==> src/rtl/sdi_enc_pkg.sv <==
package sdi_enc_pkg;

  // Strobes presented to the datapath for the input-register edge
  typedef struct packed {
    logic load;    // capture dataIn into the input register
    logic video;   // captured word belongs to video mode
  } inStrobe_t;

  // Strobes that travel alongside the input register to the output stage
  typedef struct packed {
    logic valid;   // input register holds a new word
    logic video;   // word is coded in video mode
    logic bypass;  // skip scrambler and NRZI
    logic filtOn;  // apply reference-code low-bit filter
    logic violOn;  // broadcast: allow bit 9 through
  } outStrobe_t;

endpackage

==> src/rtl/sdi_enc_ctrl.sv <==
module sdi_enc_ctrl
  import sdi_enc_pkg::*;
(
  input  logic       clk,
  input  logic       rst,
  input  logic       videoMode,
  input  logic       latchNowN,
  input  logic       latchNextN,
  input  logic       bypass,
  input  logic       filterEnN,
  input  logic       violEn,
  output inStrobe_t  inNow,
  output outStrobe_t stage1
);

  logic pendNext;

  // A deferred capture request, armed only in broadcast mode
  always_ff @(posedge clk) begin
    if (rst) pendNext <= 1'b0;
    else     pendNext <= !videoMode && !latchNextN;
  end

  always_comb begin
    inNow.load  = videoMode || !latchNowN || pendNext;
    inNow.video = videoMode;
  end

  // Mode qualifiers are folded in here so the datapath never sees a
  // broadcast-only or video-only control in the wrong mode.
  always_ff @(posedge clk) begin
    if (rst) begin
      stage1 <= '0;
    end else begin
      stage1.valid  <= inNow.load;
      stage1.video  <= videoMode;
      stage1.bypass <= videoMode && bypass;
      stage1.filtOn <= videoMode && !filterEnN;
      stage1.violOn <= !videoMode && violEn;
    end
  end

endmodule

==> src/rtl/sdi_enc_scrnrzi.sv <==
module sdi_enc_scrnrzi #(
  parameter int WORD_W  = 10,
  parameter int SCR_LEN = 9,
  parameter int TAP_POS = 4
) (
  input  logic              clk,
  input  logic              rst,
  input  logic              advance,
  input  logic [WORD_W-1:0] wordIn,
  output logic [WORD_W-1:0] wordOut
);

  logic [SCR_LEN-1:0] scrState;
  logic               nrzState;

  // hist[i] is the scrambled-bit history seen by bit i (bit 0 = newest)
  logic [SCR_LEN-1:0] hist [0:WORD_W];
  logic               nrz  [0:WORD_W];
  logic [WORD_W-1:0]  scrBit;

  assign hist[0] = scrState;
  assign nrz[0]  = nrzState;

  for (genvar i = 0; i < WORD_W; i++) begin : g_bit
    assign scrBit[i]   = wordIn[i] ^ hist[i][TAP_POS-1] ^ hist[i][SCR_LEN-1];
    assign hist[i+1]   = {hist[i][SCR_LEN-2:0], scrBit[i]};
    assign nrz[i+1]    = nrz[i] ^ scrBit[i];
    assign wordOut[i]  = nrz[i+1];
  end

  always_ff @(posedge clk) begin
    if (rst) begin
      scrState <= '0;
      nrzState <= 1'b0;
    end else if (advance) begin
      scrState <= hist[WORD_W];
      nrzState <= nrz[WORD_W];
    end
  end

endmodule

==> src/rtl/sdi_enc_datapath.sv <==
module sdi_enc_datapath
  import sdi_enc_pkg::*;
#(
  parameter int WORD_W  = 10,
  parameter int SCR_LEN = 9,
  parameter int TAP_POS = 4
) (
  input  logic              clk,
  input  logic              rst,
  input  logic [WORD_W-1:0] dataIn,
  input  inStrobe_t         inNow,
  input  outStrobe_t        stage1,
  output logic [WORD_W-1:0] dataOut,
  output logic              trsDetN
);

  localparam int HI_W = WORD_W - 2;

  logic [WORD_W-1:0] inReg;
  logic [WORD_W-1:0] filtWord;
  logic [WORD_W-1:0] codedWord;
  logic [WORD_W-1:0] nextOut;
  logic              scrAdvance;

  function automatic logic isRefCode(input logic [WORD_W-1:0] w);
    return (w[WORD_W-1:2] == '0) || (w[WORD_W-1:2] == {HI_W{1'b1}});
  endfunction

  always_ff @(posedge clk) begin
    if (rst) begin
      inReg   <= '0;
      trsDetN <= 1'b1;
    end else begin
      if (inNow.load) inReg <= dataIn;
      trsDetN <= !(inNow.load && inNow.video && isRefCode(dataIn));
    end
  end

  // Low-bit cleanup: force the two LSBs to match the upper bits
  always_comb begin
    filtWord = inReg;
    if (stage1.filtOn && isRefCode(inReg))
      filtWord[1:0] = {2{inReg[WORD_W-1]}};
  end

  assign scrAdvance = stage1.valid && stage1.video && !stage1.bypass;

  sdi_enc_scrnrzi #(
    .WORD_W (WORD_W),
    .SCR_LEN(SCR_LEN),
    .TAP_POS(TAP_POS)
  ) u_scrnrzi (
    .clk    (clk),
    .rst    (rst),
    .advance(scrAdvance),
    .wordIn (filtWord),
    .wordOut(codedWord)
  );

  always_comb begin
    if (stage1.video)
      nextOut = stage1.bypass ? inReg : codedWord;
    else
      nextOut = {inReg[WORD_W-1] & stage1.violOn, inReg[WORD_W-2:0]};
  end

  always_ff @(posedge clk) begin
    if (rst)               dataOut <= '0;
    else if (stage1.valid) dataOut <= nextOut;
  end

endmodule

==> src/rtl/sdi_word_encoder.sv <==
module sdi_word_encoder
  import sdi_enc_pkg::*;
#(
  parameter int WORD_W  = 10,
  parameter int SCR_LEN = 9,
  parameter int TAP_POS = 4
) (
  input  logic              clk,
  input  logic              rst,
  input  logic [WORD_W-1:0] dataIn,
  input  logic              videoMode,
  input  logic              latchNowN,
  input  logic              latchNextN,
  input  logic              bypass,
  input  logic              filterEnN,
  input  logic              violEn,
  output logic [WORD_W-1:0] dataOut,
  output logic              trsDetN
);

  inStrobe_t  inNow;
  outStrobe_t stage1;

  sdi_enc_ctrl u_ctrl (
    .clk       (clk),
    .rst       (rst),
    .videoMode (videoMode),
    .latchNowN (latchNowN),
    .latchNextN(latchNextN),
    .bypass    (bypass),
    .filterEnN (filterEnN),
    .violEn    (violEn),
    .inNow     (inNow),
    .stage1    (stage1)
  );

  sdi_enc_datapath #(
    .WORD_W (WORD_W),
    .SCR_LEN(SCR_LEN),
    .TAP_POS(TAP_POS)
  ) u_dp (
    .clk    (clk),
    .rst    (rst),
    .dataIn (dataIn),
    .inNow  (inNow),
    .stage1 (stage1),
    .dataOut(dataOut),
    .trsDetN(trsDetN)
  );

endmodule

==> config.mk <==
export PLATFORM = sky130hd
export DESIGN_NAME = sdi_word_encoder
export DESIGN_NICKNAME = d
export VERILOG_FILES = /design/src/rtl/sdi_enc_pkg.sv /design/src/rtl/sdi_enc_ctrl.sv /design/src/rtl/sdi_enc_scrnrzi.sv /design/src/rtl/sdi_enc_datapath.sv /design/src/rtl/sdi_word_encoder.sv
export SDC_FILE = /design/constraint.sdc
export NUM_CORES = 1
export LEC_CHECK = 0
export ABC_AREA = 1
export BUFFER_PORTS_ARGS = -buffer_cell sky130_fd_sc_hd__buf_2
export CAP_MARGIN = 20
export CELL_PAD_IN_SITES_DETAIL_PLACEMENT = 0
export CELL_PAD_IN_SITES_GLOBAL_PLACEMENT = 1
export CORE_ASPECT_RATIO = 1.25
export CORE_MARGIN = 1
export CORE_UTILIZATION = 42
export DETAILED_ROUTE_END_ITERATION = 8
export GPL_ROUTABILITY_DRIVEN = 1
export PLACE_DENSITY_LB_ADDON = 0.1
export SYNTH_ARGS = -nofsm -noshare
export SYNTH_HDL_FRONTEND = slang
export SYNTH_HIERARCHICAL = 1
export SYNTH_SLANG_ARGS = --single-unit
==> constraint.sdc <==
create_clock -name clk -period 3.25 [get_ports clk]
set_input_delay 0.65 -clock clk [delete_from_list [all_inputs] [get_ports clk]]
set_output_delay 0.65 -clock clk [all_outputs]
set_load 0.02 [all_outputs]
==> impl_results.md, run 1 <==
- Flop-to-flop setup slack: 0.39 ns
- Hold crit path type: input pin to flip-flop
- Leakage: 0.001300 uW
- 1st-iter DRT viols: 64
- Worst-path fanout max: 5
- Crit path required time: 3.43 ns
- Crit path DAT: 3.04 ns
- Die H: 83.78 um
- R2R depth: 22
- Worst-path clk slew: 0.07 ns
- Worst-path cell chain: nand2_1 -> nor2_1 -> nand2_1 -> o21ai_1 -> nand3_1 -> nand2_1 -> inv_1 -> nand2_1 -> nand3_2 -> nand2_4 -> xor2_2 -> inv_1 -> nand3_1 -> nand3_2 -> nand3_1 -> nand3_2 -> nand2_2 -> nand2_2 -> nand3_2 -> nand2_1 -> o21ai_0 -> a21oi_1
- Worst Hold Depth: 2
- List of most frequent post-synthesis cells: nand2_1, inv_1, dfxtp_1
- Sequential element share of the synthesized area: 0.3296
- Initial DRT Pass Iterations: 4
- Slowest cell on crit path: dfxtp_2
- Launch point of the worst reg-to-reg path: u_dp/inReg[6]$_SDFFE_PP0P_
- Drt wl/cell: 12.42 um
- Slew margin rel.: 0.7220
- Crit start category: flip-flop
- Area of the core: 0.005116 mm2
- CTS Buffer Depth: 2
- CTS tree: yes
- Status: completed
- Top cell type's share of synthesized area: 0.3296
- Syn Inst Count: 310
- WP depth: 22
- Post-synth ARST share: 0
- EDFF count, synth: 0
- DIE AREA: 0.005649 mm2
- Final worst-path cycle share: 0.8796
- Pin count of the biggest net entering global routing: 22
- I/O pin count: 29
- Max-capacitance violation count: 0
- Synth top area cells: dfxtp_1, nand2_1, inv_1, nand3_2, nor2_1
- Critical register-to-register path endpoint: u_dp/dataOut[9]$_SDFFE_PP0P_
- Fin. Hold Viols: 0
- Chip width: 67.43 um
- Most frequent cell after synthesis: nand2_1
- Crit. End Element: flip-flop
- Post-synth net total: 328
- Critical path class: flip-flop to flip-flop
- Cell taking the most area after synthesis: dfxtp_1
- Drt total wl: 5.005 mm
- Total power: 1356 uW
- Layout Skew: 0.005173 ns
- Mapped Area: 0.002247 mm2
- Vias in the first global route: 1817
- Primary FF master, synth: dfxtp_1
- CP Buf/Inv Count: 2
- CP most frequent cell: nand2_1
- Yosys cell types: 28
- Total gr overflow: 0
- CTS Buf Count: 5
- Number of remaining DRC errors: 0
- Final setup fails: 0
- Global-route wire length before repair: 8.328 mm
- Clk sinks: 37
- Initial core utilization: 0.4392
- Cell Rows: 29
- Initial antenna violation count: 0
- Setup repair bufs after CTS: 0
- Max-slew violation count: 0
- Tot GR Track Use: 0.2000
- ANT nets after route: 0
- Layout Nets: 358
- RSZ-0062 raised after global routing: no
- Antenna cells: 0
- Fin crit period: 2.859 ns
- Clock Latency Late Sink: 0.29 ns
- Filler instances: 551
- # H-tree levels: 2
- IO buf count: 28
- Synth Warn #: 6
- Detail Placement HPWL: 3.896 mm
- Synth Register Bits: 37
- Layout cells sized above 1: 0.2786
- Syn avg cell area: 7.249 um2
- Root buffer cell: clkbuf_8
- Hold endpoint: u_ctrl/pendNext$_SDFF_PP0_
- Worst hold start: latchNextN
- Peak supply drop: 0.0002426 V
- Power per cell area: 533.2 mW/mm2
- Worst Tran Pin Value: 0.4170 ns
- Placer Congestion: 0.8447
- Synth-to-layout area growth: 13.20%
- Vias per Instance: 4.804
- Top delay family on crit path: simple AND/OR/NAND/NOR gates
- Via count: 1936
- Setup_tns: 0 ns
- CP peak stage delay: 0.39 ns
- Max Fclk: 349.8 MHz
stage by stage:
stage | std cells | instance area (um2) | util | hold WS [ns] | setup WS, ns
2_1_floorplan | 310 | 2247 | - | 0.4683 | 0.6709
3_3_place_gp | 395 | 2429 | 0.4747 | 0.4852 | 0.2943
3_5_place_dp | 395 | 2429 | 0.4747 | 0.4942 | 0.2303
4_1_cts | 403 | 2530 | 0.4945 | 0.5005 | 0.2269
5_1_grt | 403 | 2544 | 0.4972 | 0.4932 | 0.006458
6_report | 403 | 2544 | 0.4972 | 0.5083 | 0.3913
layer usage:
metal  routed length (um)  vias up  track usage
li1                     -     1034            -
met1                 2254      862       0.2371
met2                 2539       36       0.3500
met3                  164        4      0.04098
met4                   46        0      0.05803
met5                    0        -            0
final cells by class:
cell class | instances | area, um2 | share of cell area
tap | 62 | 77.57 | 0.03050
multi-input combinational | 208 | 1216 | 0.4781
sequential | 37 | 754.5 | 0.2966
clock inverter | 1 | 5.005 | 0.001968
inverter | 56 | 224.0 | 0.08805
clock buffer | 7 | 96.34 | 0.03788
timing repair buffer | 32 | 170.2 | 0.06690
what timing repair did:
action / in CTS / in global routing
endpoints found under the setup margin: 0 / 3
hold buffers: 0 / 0
gates resized for setup: 0 / 10
registers in the layout, summed over array words and instances, names as in the netlist:
register,flops
u_dp/u_scrnrzi/nrzState,1
u_dp/dataOut,10
u_ctrl/pendNext,1
u_dp/u_scrnrzi/scrState,9
u_ctrl/stage1,5
u_dp/trsDetN,1
u_dp/inReg,10
layout by cell type, fill, tap and decap left out, types with 4 or more instances in the layout:
cell type	n
nand3_1	19
xor2_1	4
buf_4	4
nand3_2	16
dfxtp_1	30
nand2_2	12
a21oi_1	17
nand2_1	53
inv_1	51
nor2_1	36
o21ai_0	21
o211ai_2	9
inv_2	4
xnor2_1	7
clkbuf_8	7
buf_2	28
dfxtp_2	5
power breakdown:
| part | switching (uW) | internal (uW) | total [uW] |
|---|---|---|---|
| Combinational | 312 | 178 | 490 |
| Clock | 163 | 192 | 354 |
| Sequential | 27.2 | 485 | 512 |
| Total | 502 | 854 | 1360 |
cells by family after synthesis:
kind of cell | count (synthesis) | synth area share
flip-flops | 37 | 0.3296
AND/OR/NAND/NOR | 141 | 0.3107
AO/OA/AOI/OAI | 51 | 0.1464
buffers and inverters | 65 | 0.1292
XOR/XNOR | 16 | 0.08408
worst max path at each step:
stage	start	to	slack [ns]
2_1_floorplan	u_dp/inReg[3]$_SDFFE_PP0P_	u_dp/dataOut[9]$_SDFFE_PP0P_	0.67
3_3_place_gp	u_dp/inReg[2]$_SDFFE_PP0P_	u_dp/dataOut[9]$_SDFFE_PP0P_	0.29
3_5_place_dp	u_dp/inReg[6]$_SDFFE_PP0P_	u_dp/dataOut[9]$_SDFFE_PP0P_	0.23
4_1_cts	u_dp/inReg[2]$_SDFFE_PP0P_	u_dp/dataOut[9]$_SDFFE_PP0P_	0.23
5_1_grt	u_dp/inReg[4]$_SDFFE_PP0P_	u_dp/dataOut[9]$_SDFFE_PP0P_	0.006
6_report	u_dp/inReg[6]$_SDFFE_PP0P_	u_dp/dataOut[9]$_SDFFE_PP0P_	0.39
Note: power is estimated with default switching activity, not from simulation.
==> run 2: changes to the inputs <==
- clock period: 3.25 -> 2.7 ns (I/O delays scaled with it)
==> run 2 against run 1 <==
Effect of this change:
- the flow now finishes with violations (negative setup slack)
- count of clock-buffer cells in the layout decreased by 2
- clock power grew 7.3%
- highest routed layer unchanged
- critical path depth grew 1
- flip-flop and latch count unchanged
- final area increased by 18%
- worst hold slack worse by 0.10 ns
- register-to-register slack got worse by 0.49 ns
- non-clock buffer count increased by 33
- largest power group is now combinational logic
- critical path type unchanged
- worst setup slack worse by 0.49 ns
- sequential power rose by 20%
- first-iteration DRC count fell by 4.7%
==> impl_results.md, run 2 (synthesis gave the netlist of run 1 again) <==
- Global-route wire length before repair: 8.935 mm (+7.3%)
- Fin util: 0.5884 (+0.09122)
- Die H: 83.78 um (unchanged)
- Vias per Instance: 4.706 (-2.0%)
- Top delay family on crit path: simple AND/OR/NAND/NOR gates
- Register area: 755.7 um2 (+0.17%)
- Multi-input gate area: 0.001446 mm2 (+19%)
- 1st-iter DRT viols: 61 (-4.7%)
- Worst Tran Pin Value: 0.4462 ns (+0.02921 ns)
- Layout Nets: 391 (+9.2%)
- Placed Area: 0.002601 mm2 (+7.1%)
- Hold crit path type: input pin to flip-flop
- CTS Buf Count: 5 (unchanged)
- Crit path required time: 2.87 ns (-0.56 ns)
- Status: finished, violations left
- Post-route cell area: 0.003010 mm2 (+18%)
- Max Fclk: 357.4 MHz (+2.2%)
- Max-slew violation count: 0 (unchanged)
- Layout cells sized above 1: 0.4225 (+0.1439)
- Antenna cells: 0 (unchanged)
- Slew margin rel.: 0.7023 (-0.01972)
- CP peak stage delay: 0.34 ns (-0.05 ns)
- Failing checks: negative setup slack
- Filler instances: 499 (-9.4%)
- Pin count of the biggest net entering global routing: 22 (unchanged)
- Initial antenna violation count: 0 (unchanged)
- Power per cell area: 633.7 mW/mm2 (+19%)
- CP most frequent cell: nand2_1
- Placer Congestion: 0.7932 (-6.1%)
- Worst Hold Depth: 2 (unchanged)
- Fin crit period: 2.798 ns (-0.06109 ns)
- Max-capacitance violation count: 0 (unchanged)
- Total gr overflow: 0 (unchanged)
- Slowest cell on crit path: dfxtp_2
- Worst setup margin: -0.09765 ns (-0.4889 ns)
- Largest regs: u_dp/dataOut (10), u_dp/inReg (10), u_dp/u_scrnrzi/scrState (9)
- Crit start category: flip-flop
- Final worst-path cycle share: 1.036 (+0.1566)
- Drt total wl: 5.436 mm (+8.6%)
- Crit path DAT: 2.97 ns (-0.07 ns)
- Via count: 2052 (+6.0%)
- DIE AREA: 0.005649 mm2 (unchanged)
- CP Buf/Inv Count: 3 (+1)
- CTS tree: yes
- Area of the core: 0.005116 mm2 (unchanged)
- Chip width: 67.43 um (unchanged)
- Tot GR Track Use: 0.2131 (+0.01312)
- Initial DRT Pass Iterations: 4 (unchanged)
- Crit. End Element: flip-flop
- R2R depth: 23 (+4.5%)
- Clock Latency Late Sink: 0.28 ns (about the same)
- Drt wl/cell: 12.47 um (+0.39%)
- Number of remaining DRC errors: 0 (unchanged)
- Worst-path clk slew: 0.08 ns (about the same)
- Most common cell after layout, fill and taps aside: inv_1
- Most frequent cells in the layout: inv_1, nand2_1, buf_4
- Layout Skew: 0.002318 ns (-0.002856 ns)
- Initial core utilization: 0.4392 (unchanged)
- Leakage: 0.001509 uW (+16%)
- Fin. Hold Viols: 0 (unchanged)
- # H-tree levels: 2 (unchanged)
- Worst-path cell chain: nor2_1 -> nand2_1 -> o21ai_2 -> nand2_1 -> nand2_1 -> nand2_2 -> inv_2 -> nand2_2 -> nand3_4 -> nand2_4 -> buf_4 -> xor2_4 -> inv_1 -> nand3_1 -> nand3_2 -> nand3_1 -> nand3_4 -> nand2_4 -> nand2_2 -> nand3_2 -> nand2_1 -> o21ai_1 -> a21oi_1
- ANT nets after route: 0 (unchanged)
- Critical path class: flip-flop to flip-flop
- Detail Placement HPWL: 3.984 mm (+2.3%)
- Cell Rows: 29 (unchanged)
- Synth-to-layout area growth: 33.96%
- Clk sinks: 37 (unchanged)
- Worst-path fanout max: 4 (-1)
- IO buf count: 28 (unchanged)
- CTS Buffer Depth: 2 (unchanged)
- WP depth: 23 (+4.5%)
- RSZ-0062 raised after global routing: yes
- I/O pin count: 29 (unchanged)
- Root buffer cell: clkbuf_8
- Peak supply drop: 0.0003303 V (+36%)
- Vias in the first global route: 1972 (+8.5%)
- Final setup fails: 5 (+5)
[run 2: changes by cell type in the layout (fill, tap and decap cells not counted), moves of 3 or more]
| cell | delta |
|---|---|
| nand2_4 | +7 |
| nand2_1 | -12 |
| nand3_2 | -3 |
| inv_2 | +4 |
| buf_4 | +33 |
| nand3_4 | +12 |
| nand2_2 | +5 |
| nand3_1 | -9 |
| inv_1 | -5 |
[run 2: layer usage]
metal / vias up / GRT usage / part of all wire
met5: - / 0 / 0
met4: 0 / 0.06770 / 0.016
met3: 6 / 0.03279 / 0.020
met2: 31 / 0.3791 / 0.53
met1: 909 / 0.2513 / 0.44
li1: 1106 / - / -
[run 2: where the power goes]
group / internal [uW] / total, uW / switching, uW
registers: 583 / 612 / 28.6
clock network: 178 / 380 / 202
logic: 411 / 916 / 505
total: 1170 / 1910 / 736
[run 2: worst reg2reg max path: cells and delay by family, from the launching register on]
family	cells	cell delay, ns
compound gates	3	0.35
xor+xnor	1	0.16
buf+inv	3	0.34
flops	1	0.34
simple gates	16	1.50
[run 2: final cells by class]
class	count	area share
Clock inverter	3	0.005819
Clock buffer	5	0.02286
Tap cell	62	0.02577
Timing Repair Buffer	65	0.1388
Sequential cell	37	0.2510
Inverter	56	0.07523
Multi-Input combinational cell	208	0.4805
[run 2: through the flow]
step | worst slack [ns] | power, uW | hold slack [ns] | setup TNS (ns) | cells
5_1_grt | -0.3168 | 2040 | 0.3908 | -1.571 | 436
6_report | -0.09765 | 1908 | 0.4058 | -0.2677 | 436
2_1_floorplan | 0.1209 | 1098 | 0.4683 | 0 | 310
3_5_place_dp | -0.2503 | 1328 | 0.4882 | -0.8107 | 418
4_1_cts | -0.03574 | 1807 | 0.3992 | -0.04290 | 434
3_3_place_gp | -0.2110 | 1327 | 0.4818 | -0.7062 | 418
[run 2: timing repair]
| action | 4_1_cts | 5_1_grt |
|---|---|---|
| gates resized for setup | 30 | 33 |
| hold buffers | 0 | 0 |
| pin swaps | 20 | 20 |
| buffers inserted | 8 | 2 |
| endpoints found under the setup margin | 5 | 7 |
[run 2: worst paths after layout]
kind | startpoint | endpoint | slack (ns)
max | u_dp/inReg[5]$_SDFFE_PP0P_ | u_dp/dataOut[9]$_SDFFE_PP0P_ | -0.1
min | latchNextN | u_ctrl/pendNext$_SDFF_PP0_ | 0.41
max reg2reg | u_dp/inReg[5]$_SDFFE_PP0P_ | u_dp/dataOut[9]$_SDFFE_PP0P_ | -0.1
min reg2reg | u_dp/u_scrnrzi/scrState[4]$_SDFFE_PP0P_ | u_dp/u_scrnrzi/scrState[4]$_SDFFE_PP0P_ | 0.50
